[src/rtl/wdog_kick.sv]
module wdog_kick #(
  parameter int unsigned PULSE_LEN = 16,
  parameter logic [31:0] MAGIC_A   = 32'hABCD1234,
  parameter logic [31:0] MAGIC_B   = 32'h4321DCBA
) (
  input  logic        clk,
  input  logic        rst_n,
  input  logic        user_rst_i,
  input  logic        reg_we,
  input  logic [3:0]  reg_addr,
  input  logic [31:0] reg_wdata,
  output logic [31:0] reg_rdata,
  output logic        rst_req_o
);
  localparam int PW = $clog2(PULSE_LEN + 1);
  localparam logic [3:0] OFS_SOFT = 4'h0, OFS_CFG = 4'h4, OFS_K1 = 4'h8, OFS_K2 = 4'hC;

  logic          en_q, armed_q, first_ok_q;
  logic [4:0]    dly_q;
  logic [31:0]   cnt_q;
  logic [2:0]    cause_q;
  logic [PW-1:0] pulse_q;

  wire wr_soft  = reg_we && reg_addr == OFS_SOFT && reg_wdata[0];
  wire wr_cfg   = reg_we && reg_addr == OFS_CFG;
  wire wr_k1    = reg_we && reg_addr == OFS_K1;
  wire wr_k2    = reg_we && reg_addr == OFS_K2;
  wire good_k1  = wr_k1 && reg_wdata == MAGIC_A;
  wire kick_ok  = wr_k2 && first_ok_q && reg_wdata == MAGIC_B;
  wire kick_bad = (wr_k1 && !good_k1) || (wr_k2 && !kick_ok);

  wire [31:0] limit  = ~(32'hFFFF_FFFE << dly_q);
  wire        expire = armed_q && cnt_q == limit && !kick_ok && !wr_cfg;
  wire        fire   = wr_soft || kick_bad || expire;

  always_ff @(posedge clk or negedge rst_n) begin
    if (!rst_n) begin
      en_q       <= 1'b0;
      armed_q    <= 1'b0;
      first_ok_q <= 1'b0;
      dly_q      <= '0;
      cnt_q      <= '0;
      cause_q    <= 3'd0;
      pulse_q    <= '0;
    end else begin
      if (reg_we) first_ok_q <= good_k1;

      if (wr_cfg) begin
        en_q  <= reg_wdata[31];
        dly_q <= reg_wdata[4:0];
        if (reg_wdata[31]) armed_q <= 1'b1;
      end else if (kick_ok && !en_q) begin
        armed_q <= 1'b0;
      end

      cnt_q <= (!armed_q || wr_cfg || kick_ok || expire) ? '0 : cnt_q + 32'd1;

      if (wr_soft)         cause_q <= 3'd3;
      else if (kick_bad)   cause_q <= 3'd2;
      else if (expire)     cause_q <= 3'd1;
      else if (user_rst_i) cause_q <= 3'd4;

      if (fire)              pulse_q <= PW'(PULSE_LEN);
      else if (pulse_q != 0) pulse_q <= pulse_q - 1'b1;
    end
  end

  assign rst_req_o = pulse_q != 0;

  always_comb begin
    case (reg_addr)
      OFS_CFG: reg_rdata = {en_q, 26'd0, dly_q};
      OFS_K1:  reg_rdata = {29'd0, cause_q};
      default: reg_rdata = 32'd0;
    endcase
  end
endmodule


[config.mk]
export PLATFORM = sky130hd
export DESIGN_NAME = wdog_kick
export DESIGN_NICKNAME = d
export VERILOG_FILES = /design/src/rtl/wdog_kick.sv
export SDC_FILE = /design/constraint.sdc
export NUM_CORES = 1
export LEC_CHECK = 0
export BUFFER_PORTS_ARGS = -buffer_cell sky130_fd_sc_hd__buf_2
export CAP_MARGIN = 20
export CORE_MARGIN = 5
export CORE_UTILIZATION = 40
export DETAILED_ROUTE_END_ITERATION = 16
export HOLD_SLACK_MARGIN = 0.06
export RECOVER_POWER = 25
export SYNTH_ARGS = -nofsm -noshare
export SYNTH_HDL_FRONTEND = slang
export SYNTH_SLANG_ARGS = --single-unit
export TNS_END_PERCENT = 5
[constraint.sdc]
create_clock -name clk -period 4.2 [get_ports clk]
set_input_delay 1.05 -clock clk [delete_from_list [all_inputs] [get_ports clk]]
set_output_delay 1.05 -clock clk [all_outputs]
set_load 0.02 [all_outputs]
# Word level (Yosys, flattened, before mapping)
# Cells that the tools add are included.
# classes
reduce_logical,31
n_bitwise,1
shift,1
n_addsub,2
n_eq_ne,7
muxes,11
# ops
op,count
$pmux W32 S2,1
$add A32 B1 Y32 const B,1
$eq A32 B31 Y1 const B,1
$eq A32 B32 Y1,1
$eq A32 B32 Y1 const B,1
$mux W32,1
$not A32 Y32,1
$shl A32 B5 Y32 const A,1
$logic_and A1 B1 Y1,14
$mux W3,4
$mux W5,2
$eq A4 B4 Y1 const B,2
$logic_or A1 B1 Y1,6
$logic_not A1 Y1,5
$reduce_bool A5 Y1,1
$sub A5 B1 Y5 const B,1
$eq A4 B3 Y1 const B,1
$logic_not A4 Y1,1
$reduce_bool A2 Y1,2
$reduce_bool A4 Y1,1
$mux W1,3
$ne A2 B2 Y1 const B,1
$reduce_and A2 Y1,1
# totals
register_bits,48
output_inout_bits,33
elab_cells,60
inputBits,40

# Longest topological paths before layout
# Gate-level depths: netlist of run 1.
# depth
word_depth,10
ltp_mapped,11
mapped_depth_nobuf,7

# Worst setup path after synthesis of run 1
# Ideal clock, no wire load.
# synth_path
path_kind,input to register
from,input port reg_wdata[23]
to,register pulse_q[4]
t_arrival_ps,2798
required_time_ps,4062
slack_ps,1264
setup_ps,138
cell_stages,8
path_cell_list,or4b_1 nor4_2 nand2_1 a21oi_1 nor2_1 or2_0 buf_2 or4b_1
# synth_via
elab_chain_len,8
word_cells_on_any_way,15
cone_classes,eq/ne: 2; mux: 1; reduce/logical: 12
# synth_lines
element,line_no,source
from (decl),11,"input logic [31:0] reg_wdata,"
$eq A32 B32 Y1 / $eq A32 B31 Y1 (equally long branches),"28, 29",
"$logic_and A1 B1 Y1, on equally long branches","28, 29",
"$logic_not A1 Y1, on equally long branches","30, 33",
$logic_and A1 B1 Y1,30,wire kick_bad = (wr_k1 && !good_k1) || (wr_k2 && !kick_ok);
$logic_or A1 B1 Y1,30,
$logic_or A1 B1 Y1,34,wire fire = wr_soft || kick_bad || expire;
$logic_or A1 B1 Y1 (*),34,
$mux W5 / $reduce_bool A2 Y1 (equally long branches),-,
to (signal assigned),63,if (fire) pulse_q <= PW'(PULSE_LEN);
to (signal assigned),64,else if (pulse_q != 0) pulse_q <= pulse_q - 1'b1;
to (decl),22,logic [PW-1:0] pulse_q;
# Every way passes the cells marked *; elsewhere a longest branch is shown, timed or not.
# A chain may end at the register's enable or synchronous reset.

# Final worst setup path of run 1
# layout_path
from,input port reg_addr[3]
to,output port reg_rdata[31]
# layout_via
elab_chain_len,2
word_cells_on_any_way,3
cone_classes,eq/ne: 2; mux: 1
# layout_lines
element,line_no,source
from (decl),10,"input logic [3:0] reg_addr,"
$eq A4 B4 Y1 / $eq A4 B3 Y1 (equally long branches),71,case (reg_addr)
$pmux W32 S2 (*),71,
to (decl),12,"output logic [31:0] reg_rdata,"
# Marked as above.

==> results of run 1 <==
## cells in the final DEF (no fill, tap or decap), types with 5 or more instances in the layout
cell and instances:
a21oi_1 10, a31oi_1 6, and3_1 15, buf_2 45, buf_4 5, clkbuf_8 6
conb_1 26, dfrtp_1 48, inv_1 14, mux2_2 7, nand2_1 26, nand2b_1 9
nand3_1 20, nand4_1 13, nor2_1 55, nor2b_1 11, nor3_1 16, nor4_1 7
o21ai_0 9, xnor2_1 19, xor2_1 16
## sequential cells by signal (all words and copies together), names as in the netlist
| register | count |
|---|---|
| armed_q | 1 |
| cause_q | 3 |
| cnt_q | 32 |
| dly_q | 5 |
| en_q | 1 |
| first_ok_q | 1 |
| pulse_q | 5 |
## cell families (layout without fill, tap and decap cells)
logic type / count (synthesis) / after routing / synth area share
xor gates and xnor gates: 35 / 35 / 0.08791
and+or+nand+nor: 198 / 198 / 0.3014
other: 1 / 26 / 0.001075
AOI/OAI and AO/OA: 61 / 61 / 0.1274
muxes: 7 / 7 / 0.02261
adders and majority gates: 3 / 3 / 0.01077
buffers and inverters: 63 / 74 / 0.1044
DFF: 48 / 48 / 0.3445
## power by group
| part | internal (W) | total [W] | switching [W] |
|---|---|---|---|
| clock network | 0.000134 | 0.000280 | 0.000146 |
| registers | 0.000514 | 0.000609 | 0.0000949 |
| logic | 0.000184 | 0.000435 | 0.000250 |
## how the worst max path moves through the flow
stage                         end  cells past startpoint           from
detailed placement     pulse_q[4]                      8  reg_wdata[23]
CTS                 reg_rdata[31]                      4    reg_addr[3]
global route           pulse_q[4]                      2          rst_n
global placement       pulse_q[4]                      8  reg_wdata[23]
floorplan              pulse_q[4]                      8  reg_wdata[23]
finish              reg_rdata[31]                      4    reg_addr[3]
## worst max-delay path: cells and delay by family
| kind | cells | cell delay, ns |
|---|---|---|
| buffers and inverters | 2 | 0.28 |
| AND/OR/NAND/NOR | 2 | 0.57 |
## metrics by stage
stage / util / power [W] / std cells / instance area (um2) / hold WS (ns)
finish: 0.4381 / 0.001324 / 560 / 3765 / 0.5133
global route: 0.4381 / 0.001431 / 560 / 3765 / 0.5238
CTS: 0.4378 / 0.001337 / 559 / 3762 / 0.5193
detailed placement: 0.4273 / 0.001053 / 551 / 3672 / 0.4966
global placement: 0.4273 / 0.001044 / 551 / 3672 / 0.4908
floorplan: - / 0.0009649 / 441 / 3581 / 0.4622
## final cells by class
class,count,area (um2)
multi-input cells,330,2016
fillers,863,4828
flip-flops and latches,48,1201
well taps,108,135.1
repair buffers,52,270.3
inverters,14,52.55
clock buffers,8,90.09
## routing by layer
| layer | part of all wire | vias to the layer above |
|---|---|---|
| li1 | - | 1494 |
| met1 | 0.46 | 1403 |
| met2 | 0.49 | 69 |
| met3 | 0.041 | 9 |
| met4 | 0.011 | 0 |
| met5 | 0 | - |
==> results.md, run 1 <==
* Global-route usage over all layers at 0.1600
* CTS tree: yes
* Clock sink count at 48
* Antenna violations before repair at 0
* Vias in the first global route at 2,855
* End of the worst register-to-register path: cnt_q[5]
* Async set or reset register ratio after synthesis at 1.000
* Worst-margin pin slew at 1.503 ns
* PortBufs at 46
* Fmax at 338.8 MHz
* Drt total wl at 8107 um
* Die height at 103.4 um
* Static Leak at 1.601 nW
* Layout area overhead at 7.966%
* Setup Skew at 0.007241 ns
* Ys Warns at 0
* Peak VDD IR at 0.0001481 V
* Synth area leader: dfrtp_1
* Area of the mapped netlist at 0.003487 mm2
* Slew Limit Fails at 29
* Post-synth EDFFs at 0
* CP arrival at 1.90 ns
* Critical Path Most Common Cell: buf_2
* GRT overflow at 0
* Worst R2R Setup Slack at 1.33 ns
* Die area at 0.01069 mm2
* First-pass GRT wire length at 13,740 um
* HP Class: reg -> reg
* # setup viols final at 0
* Cell breakdown of the critical path: buf_2 > nor3_1 > and3_1 > buf_2
* Ports at 73
* Starting density of the core at 0.4058
* Antenna cells at 0
* Layout cell share with drive strength beyond 1 at 0.1549
* Setup Fix Bufs, Post-CTS at 0
* Clk root buf: clkbuf_8
* Critical-path top delay cell: nor3_1
* GR peak layer: met2
* DP HPWL at 5974 um
* Crit path time final at 2.952 ns
* Setup TNS at 0 ns
* Cell row count at 34
* DR DRC count at 0
* Post-synthesis instance total at 416
* Max-Cap Viols at 1
* Failing checks: max-capacitance violations, max-slew violations
* Crit-path max cell delay at 0.35 ns
* Count leader, synth: nor2_1
* Routed vias at 2,975
* Die width at 103.4 um
* Hold Vio Cnt, Final at 0
* Final WS setup at 1.248 ns
* R2R depth at 9
* Crit path capture type: output pin
* Hold Path End: armed_q
* Clock Latency Late Sink at 0.30 ns
* Post-cts sizing count at 0
* Drt first pass iters at 5
* Met2 Usage GRT at 0.2632
* WL/cell at 14.48 um
* Met1 Track Usage GR at 0.2184
* Initial DRC Count at 210
* Critical path class: in -> out
* Max Buffers Root-to-Sink at 2
* Post-synth top flop: dfrtp_1
* Tcrit/Tclk final at 0.7028
* CP startpoint kind: primary input
* Critical path required time at 3.15 ns
* Top post-synthesis cells by count: 55 x nor2_1, 48 x dfrtp_1, 29 x buf_4
* Slew HR at -0.001826
* Post-synth cell types at 59
* Core area at 0.008593 mm2
* Layout Nets at 494
* GP Congestion at 0.8401
* Avg Inst Size Synth at 8.382 um2
* CTS buffer count at 5
* Result of the run: finished with violations
* CTS clock-pin slew for the worst setup and hold paths at 0.08 ns
* WHS Path Cells at 2
* Worst-path maximum fanout at 5
* Htree depth at 2
* Largest net degree at the start of global routing at 49
* Pwr dens at 351.7 mW/mm2
* Routed vias/inst at 5.313
* Synth top area share at 0.3445
* Met3 track demand over resource at 0.03085
* #FFs+latches synth at 48
* Hold Path Origin: armed_q
* Worst r2r src: dly_q[3]
* Pre-CTS setup slack at 1.012 ns
* Ranking of synthesized cells by area: dfrtp_1 34%, buf_4 6.2%, nor2_1 5.9%, xnor2_1 4.8%, xor2_1 4.0%
* Seq/Total Area, Yosys at 0.3445
* # hold bufs at CTS at 0
* RSZ-0062 raised after global routing: false
* Antenna Nets Post-Route at 0
No activity file was read; power rests on OpenSTA's default activity.
==> inputs of run 2 (changes only) <==
- clock period: 4.2 -> 2.4 ns (I/O delays scaled with it)
==> run 2 against run 1 <==
Compared with the run above:
- critical endpoint is now cnt_q[23]
- the run still ends with max-capacitance violations, max-slew violations left
- critical path type is now reg -> reg
- sequential cell count stayed put
- clock power grew 110%
- total power rose by 100%
- register-to-register slack got worse by 1.3 ns
- sequential share of layout area fell by 3.0 points
- sequential power rose by 71%
==> results.md, run 2 (same netlist as run 1, synthesis figures left out) <==
* Worst-margin pin slew at 1.768 ns (was 1.503 ns)
* Max-Cap Viols at 1 (unchanged)
* Core area at 0.008593 mm2 (unchanged)
* Critical path class: reg -> reg (was in -> out)
* Top reg by flops: cnt_q (unchanged)
* Drt total wl at 8459 um (was 8107 um)
* DR DRC count at 0 (unchanged)
* First-pass GRT wire length at 14,350 um (was 13,740 um)
* Most frequent cells in the layout: 55 x nor2_1, 45 x buf_2, 44 x dfrtp_1 (was 55 x nor2_1, 48 x dfrtp_1, 45 x buf_2)
* Worst r2r src: dly_q[1] (was dly_q[3])
* Static Leak at 1.807 nW (was 1.601 nW)
* Ports at 73 (unchanged)
* Drt first pass iters at 6 (was 5)
* Die area at 0.01069 mm2 (unchanged)
* Max Buffers Root-to-Sink at 2 (unchanged)
* Logic pwr share at 0.390 (was 0.328)
* Final WS setup at 0.03865 ns (was 1.248 ns)
* Routed vias at 3,129 (was 2,975)
* Net Sw Power at 0.0009490 W (was 0.0004911 W)
* Global-route usage over all layers at 0.1680 (was 0.1600)
* WL/cell at 14.22 um (was 14.48 um)
* Failing checks: max-capacitance violations, max-slew violations (unchanged)
* RSZ-0062 raised after global routing: true (was false)
* Largest net degree at the start of global routing at 33 (was 49)
* Antenna cells at 0 (unchanged)
* Tcrit/Tclk final at 0.9839
* HP Class: reg -> reg (unchanged)
* CTS tree: yes (unchanged)
* Htree depth at 2 (unchanged)
* Peak VDD IR at 0.0003234 V (was 0.0001481 V)
* PortBufs at 46 (unchanged)
* Die height at 103.4 um (unchanged)
* DP HPWL at 6634 um (was 5974 um)
* Clock sink count at 48 (unchanged)
* Result of the run: finished with violations (unchanged)
* Hold Vio Cnt, Final at 0 (unchanged)
* Hold Path End: armed_q (unchanged)
* # setup viols final at 0 (unchanged)
* # fillers at 845 (was 863)
* CP Launch Point: dly_q[1] (was reg_addr[3])
* Clock power frac at 0.218 (was 0.212)
* CTS buffer count at 5 (unchanged)
* Slew HR at -0.1786 (was -0.001826)
* CP startpoint kind: flop (was primary input)
* Worst R2R Setup Slack at 0.04 ns (was 1.33 ns)
* Post-layout instance area at 0.004175 mm2 (was 0.003765 mm2)
* Largest registers: cnt_q: 32 flops, dly_q: 5 flops, pulse_q: 5 flops (unchanged)
* Max FFs per register at 32 (unchanged)
* Commonest non-fill, non-tap cell in the layout: nor2_1 (unchanged)
* Cell row count at 34 (unchanged)
* Switching part of the total power at 0.3573 (was 0.3709)
* Pre-CTS setup slack at -0.2595 ns (was 1.012 ns)
* Antenna Nets Post-Route at 0 (unchanged)
* Final hold slack at 0.5241 ns (was 0.5133 ns)
* Antenna violations before repair at 0 (unchanged)
* Pwr dens at 636.2 mW/mm2 (was 351.7 mW/mm2)
* CP arrival at 2.56 ns (was 1.90 ns)
* Setup Skew at 0.006385 ns (was 0.007241 ns)
* End of the worst register-to-register path: cnt_q[23] (was cnt_q[5])
* GP Congestion at 0.8664 (was 0.8401)
* R2R depth at 8 (was 9)
* Die width at 103.4 um (unchanged)
* Layout cell share with drive strength beyond 1 at 0.2402 (was 0.1549)
* Initial DRC Count at 206 (was 210)
* GRT overflow at 0 (unchanged)
* Layout area overhead at 19.73% (was 7.966%)
* Crit path capture type: flop (was output pin)
* Layout Nets at 529 (was 494)
* Fmax at 423.5 MHz
* Final Power at 0.002656 W (was 0.001324 W)
* Area of placed instances at 0.003945 mm2 (was 0.003672 mm2)
* Starting density of the core at 0.4058 (unchanged)
* Worst-path maximum fanout at 18 (was 5)
* Clk root buf: clkbuf_8 (unchanged)
* Slew Limit Fails at 33 (was 29)
* CTS clock-pin slew for the worst setup and hold paths at 0.09 ns (was 0.08 ns)
* Internal at 0.001707 W (was 0.0008329 W)
* Clock Latency Late Sink at 0.30 ns (about the same)
* Routed vias/inst at 5.259 (was 5.313)
* Vias in the first global route at 2,908 (was 2,855)
* Hold Path Origin: armed_q (unchanged)
* Crit path time final at 2.361 ns
* Reg power frac at 0.391 (was 0.460)
* Critical path required time at 2.60 ns (was 3.15 ns)
* WHS Path Cells at 2 (unchanged)
## run 2: critical path, stage by stage (launching register included)
cell	delay, ns
dfrtp_2	0.50
buf_4	0.17
o21a_1	0.27
a2111oi_1	0.41
o22ai_1	0.12
nand3b_1	0.29
o21bai_4	0.24
buf_12	0.17
nor2_1	0.06
## run 2: worst max-delay path by stage
stage	end	slack [ns]
floorplan	pulse_q[4]	-0.09
global placement	pulse_q[4]	-0.17
detailed placement	pulse_q[1]	-0.26
CTS	pulse_q[1]	0.01
global route	cnt_q[17]	-0.08
finish	cnt_q[23]	0.04
## run 2: area by class of cell
cell class	count	area (um2)	share of cell area
multi-input combinational	330	2105	0.5040
sequential	48	1206	0.2889
timing repair buffer	87	569.3	0.1364
tap	108	135.1	0.03236
clock buffer	6	72.57	0.01738
inverter	14	52.55	0.01259
clock inverter	2	35.03	0.008391
## run 2: power groups by stage
stage | Clock [W] | Sequential [W] | Combinational (W)
finish | 0.000580 | 0.00104 | 0.00104
global route | 0.000636 | 0.00107 | 0.00116
CTS | 0.000598 | 0.00103 | 0.000977
detailed placement | 0 | 0.00103 | 0.000950
global placement | 0 | 0.00103 | 0.000939
floorplan | 0 | 0.000973 | 0.000716
## run 2: what timing repair did
action / 4_1_cts / 5_1_grt
gates resized for setup: 9 / 12
hold buffers: 0 / 0
pin swaps: 1 / 5
setup buffers: 0 / 3
setup endpoints to repair: 33 / 39
## run 2: layer usage
| metal | track usage | part of all wire | vias to the layer above |
|---|---|---|---|
| met5 | 0 | 0 | - |
| met4 | 0.04283 | 0.013 | 0 |
| met3 | 0.02549 | 0.029 | 11 |
| met2 | 0.2750 | 0.48 | 46 |
| met1 | 0.2326 | 0.48 | 1509 |
| li1 | - | - | 1563 |
## run 2: per-stage QoR
step             util  std cells   TNS, ns
3_5_place_dp   0.4591        584    -3.563
5_1_grt        0.4859        595    -1.996
3_3_place_gp   0.4591        584    -2.849
4_1_cts        0.4755        592         0
2_1_floorplan       -        441  -0.08644
6_report       0.4859        595         0
